===== config.mk =====
export PLATFORM = sky130hd
export DESIGN_NAME = hold_reg_access
export DESIGN_NICKNAME = d
export VERILOG_FILES = /design/src/rtl/hold_reg_access.sv
export SDC_FILE = /design/constraint.sdc
export NUM_CORES = 1
export LEC_CHECK = 0
export BUFFER_PORTS_ARGS = -buffer_cell sky130_fd_sc_hd__buf_2
export CAP_MARGIN = 25
export CORE_UTILIZATION = 35
export CTS_CLUSTER_SIZE = 40
export DETAILED_ROUTE_END_ITERATION = 10
export MAX_ROUTING_LAYER = met4
export PLACE_DENSITY = 0.76
export SYNTH_ARGS = -nofsm -noshare
export SYNTH_HDL_FRONTEND = slang
export SYNTH_SLANG_ARGS = --single-unit

===== constraint.sdc =====
create_clock -name clk -period 3.8 [get_ports clk]
set_input_delay 1.14 -clock clk [delete_from_list [all_inputs] [get_ports clk]]
set_output_delay 1.14 -clock clk [all_outputs]
set_load 0.02 [all_outputs]

===== src/rtl/hold_reg_access.sv =====
module hold_reg_access #(
  parameter int LANES = 4,
  parameter int CW    = 8
) (
  input  logic                       clk,
  input  logic                       rst_n,
  input  logic                       cfg_fifo_en,
  input  logic                       cfg_nine_bit,
  input  logic [1:0]                 cfg_proto,
  input  logic                       bus_rd,
  input  logic                       bus_wr,
  input  logic                       bus_word,
  input  logic [LANES*CW-1:0]        bus_wdata,
  output logic [LANES*CW-1:0]        bus_rdata,
  output logic                       rd_underrun,
  output logic                       tx_overflow,
  output logic                       multi_mode,
  input  logic [$clog2(LANES+1)-1:0] rx_avail,
  input  logic [LANES*CW-1:0]        rx_head,
  output logic [$clog2(LANES+1)-1:0] rx_pop,
  input  logic [$clog2(LANES+1)-1:0] tx_room,
  output logic [$clog2(LANES+1)-1:0] tx_push,
  output logic [LANES*CW-1:0]        tx_wdata
);
  localparam int DW = LANES * CW;
  localparam int NW = $clog2(LANES + 1);
  localparam logic [NW-1:0] FULL = NW'(LANES);
  localparam logic [NW-1:0] ONE  = NW'(1);

  logic [NW-1:0] want;
  logic [DW-1:0] rd_pack;

  assign multi_mode = cfg_fifo_en && !cfg_nine_bit && (cfg_proto == 2'd0);
  assign want       = (multi_mode && bus_word) ? FULL : ONE;

  assign rx_pop  = !bus_rd ? '0 : ((rx_avail < want) ? rx_avail : want);
  assign tx_push = !bus_wr ? '0 : ((tx_room  < want) ? tx_room  : want);
  assign tx_wdata = bus_wdata;

  for (genvar i = 0; i < LANES; i++) begin : g_lane
    assign rd_pack[i*CW +: CW] = (NW'(i) < rx_pop) ? rx_head[i*CW +: CW] : '0;
  end

  always_ff @(posedge clk or negedge rst_n) begin
    if (!rst_n) begin
      bus_rdata   <= '0;
      rd_underrun <= 1'b0;
      tx_overflow <= 1'b0;
    end else begin
      if (bus_rd) bus_rdata <= rd_pack;
      rd_underrun <= bus_rd && (rx_pop < want);
      if (bus_wr && (tx_push < want)) tx_overflow <= 1'b1;
    end
  end
endmodule



==> results.py <==
metrics = {
    "floorplanning": {
        "fp.dieH_um": 74.9,
        "core-area_sq_um": 5110,
        "die_x_um": 74.9,
        "initial_utilization": 0.364,
        "dieArea_sq_um": 5610,
        "row_count": 26,
        "boundaryPins": 152,
    },
    "drt": {
        "wl_um": 4320,
        "wl_met2_um": 2100,
        "top_layer_used": "met4",
        "drt_iter0_drc": 32,
        "avgRoutedWirePerCell_um": 13.9,
        "vias": 1506,
        "ant_nets": 0,
        "wl_met3_um": 275,
        "remaining_drc_errors": 0,
        "routed_via_density": 4.86,
        "drtPass1Iterations": 4,
        "wl_met1_um": 1880,
    },
    "setup_path": {
        "worstPathArrival_ns": 2.63,
        "crit_required_ns": 2.66,
        "crit_type": "in -> out",
        "startpoint_type": "primary input",
        "cp_max_fo": 4,
        "cp-end-kind": "output pin",
    },
    "outcome": {
        "status": "complete, no violations",
    },
    "logic_synthesis": {
        "ys_async_sr_fraction": 1.00,
        "avgSynthCellArea_sq_um": 10.8,
        "synth_cell_types": 30,
        "synth.net_count": 256,
        "synth-seq-cells": 34,
        "yosysWarnings": 0,
        "netlist.area_leader.share": 0.457,
        "synthTopCellsByArea": "dfrtp_1 46%, mux2i_1 13%, buf_4 13%, a21oi_1 7.3%, o2bb2ai_1 3.8%",
        "synth_top_area_cell": "dfrtp_1",
        "synthCells": 173,
        "syn_area_sq_um": 1860,
        "synth_edf_count": 0,
        "ys.flop_type": "dfrtp_1",
        "seq_area_frac_synth": 0.457,
    },
    "layout": {
        "final_nets": 322,
        "syn2layout_area_growth_pct": 27.4,
        "utilization": 0.464,
        "final_common_cell": "buf_2",
        "layout.cells.non_filler": 310,
        "drive_above_1_share": 0.500,
        "layout_common_cells": "83 x buf_2, 34 x dfrtp_1, 27 x a21oi_1",
        "diodes": 0,
    },
    "sta": {
        "worstMarginPinSlew_ns": 0.755,
        "slew_headroom": 0.497,
        "finalSetupViolCount": 0,
        "slew_violations": 0,
        "max_freq_mhz": 265,
        "hold_viol_final": 0,
        "setup_tns_ns": 0,
        "layout_min_cycle_time_ns": 3.77,
        "fin_crit_sh": 0.993,
        "rsz0062_at_grt": "yes",
        "skew_ns": 0,
    },
    "clock_tree": {
        "clk_pin_slew_worst_paths_ns": 0.07,
        "root_buffer": "clkbuf_8",
        "cts-buffers-inserted": 5,
        "htree_levels": 2,
        "ctsHoldBuffers": 0,
        "insertion_delay_ns": 0.28,
        "cts_tree": "yes",
        "cts_num_sinks": 34,
        "clockBufferDepth": 2,
    },
    "power_and_ir_drop": {
        "peakVddDrop_v": 0.000161,
        "total_power_mw": 0.894,
        "p_leak_nw": 1.23,
        "power.density_nw_per_um2": 377,
    },
    "min_path": {
        "hold_class": "reg -> reg",
    },
    "global_routing": {
        "grt_usage": 0.162,
        "antenna_found_initial": 0,
        "grt_overflow": 0,
        "grt_start_max_net_pins": 35,
        "grt_pass1_wl_um": 6510,
        "grt_pass1_vias": 1418,
    },
    "placement": {
        "dp_cells": 298,
        "io_buffers": 87,
        "hpwl_um": 3080,
        "gp_congestion": 0.812,
    },
    "run": {
        "drv_cap": 0,
    },
}
[registers in the layout, summed over array words and instances (netlist names)]
name         cells
bus_rdata       32
rd_underrun      1
tx_overflow      1
[cell families after synthesis]
family	Yosys count	share of synthesized area
buf+inv	40	0.148
simple gates	23	0.0706
compound gates	48	0.168
fa+ha+maj	4	0.0269
mux	24	0.129
flops	34	0.457
[cell usage after synthesis (all sizes together) (2+ instances only)]
cell type	count
a21boi	2
a21oi	27
buf	38
dfrtp	34
ha	4
mux2i	24
nand2	10
nor2	4
nor2b	2
o21a	2
o21ai	2
o2bb2ai	8
[layer usage]
metal	vias to the layer above	track usage
met1	705	0.183
met4	0	0.0713
met3	13	0.0482
met2	66	0.264
met5	-	-
li1	722	-
[what timing repair did]
item,in CTS,in global routing
setup buffers,1,3
setup endpoints to repair,1,4
gates resized for setup,1,6
pin swaps,1,6
[report_power, final]
group          leakage [nW]  internal (mW)  switching [mW]
Sequential            0.435          0.392          0.0151
Combinational         0.744         0.0855           0.123
Clock                0.0472          0.146           0.133
Total                  1.23          0.623           0.271
[path summary, 6_finish.rpt]
check                                              from                         to  slack (ns)  cells past startpoint
max in group asynchronous                         rst_n  bus_rdata[25]$_DFFE_PN0P_        2.40                      1
min in group asynchronous                         rst_n  bus_rdata[22]$_DFFE_PN0P_        0.92                      1
worst max-delay path                       cfg_proto[0]                  rx_pop[2]        0.03                      8
worst min register to register  tx_overflow$_DFFE_PN0P_    tx_overflow$_DFFE_PN0P_        0.48                      1
worst max register to register  tx_overflow$_DFFE_PN0P_    tx_overflow$_DFFE_PN0P_        3.05                      1
worst min-delay path            tx_overflow$_DFFE_PN0P_    tx_overflow$_DFFE_PN0P_        0.48                      1
[per-stage QoR]
step / setup WS, ns / instance area (sq um) / hold WS [ns]
floorplan: -0.205 / 1910 / 0.595
global placement: 0.0348 / 2210 / 0.469
detailed placement: -0.0428 / 2210 / 0.469
CTS: 0.00229 / 2330 / 0.488
global route: -0.0345 / 2370 / 0.509
finish: 0.0285 / 2370 / 0.482
[worst max-delay path, stage by stage]
cell and delay (ns):
buf_6 0.10, nor4b_4 0.30, nand2_2 0.15, ha_4 0.27, o21a_1 0.22, a22oi_2 0.23
nor2_4 0.07, buf_6 0.15
[cell type report]
type	count	area, sq um
Multi-Input combinational cell	99	795
Timing Repair Buffer	98	539
Sequential cell	34	851
Clock buffer	6	82.6
Clock inverter	2	12.5
Tap cell	70	87.6
Fill cell	494	2740
Inverter	1	3.75
(Power assumes the default switching activity.)
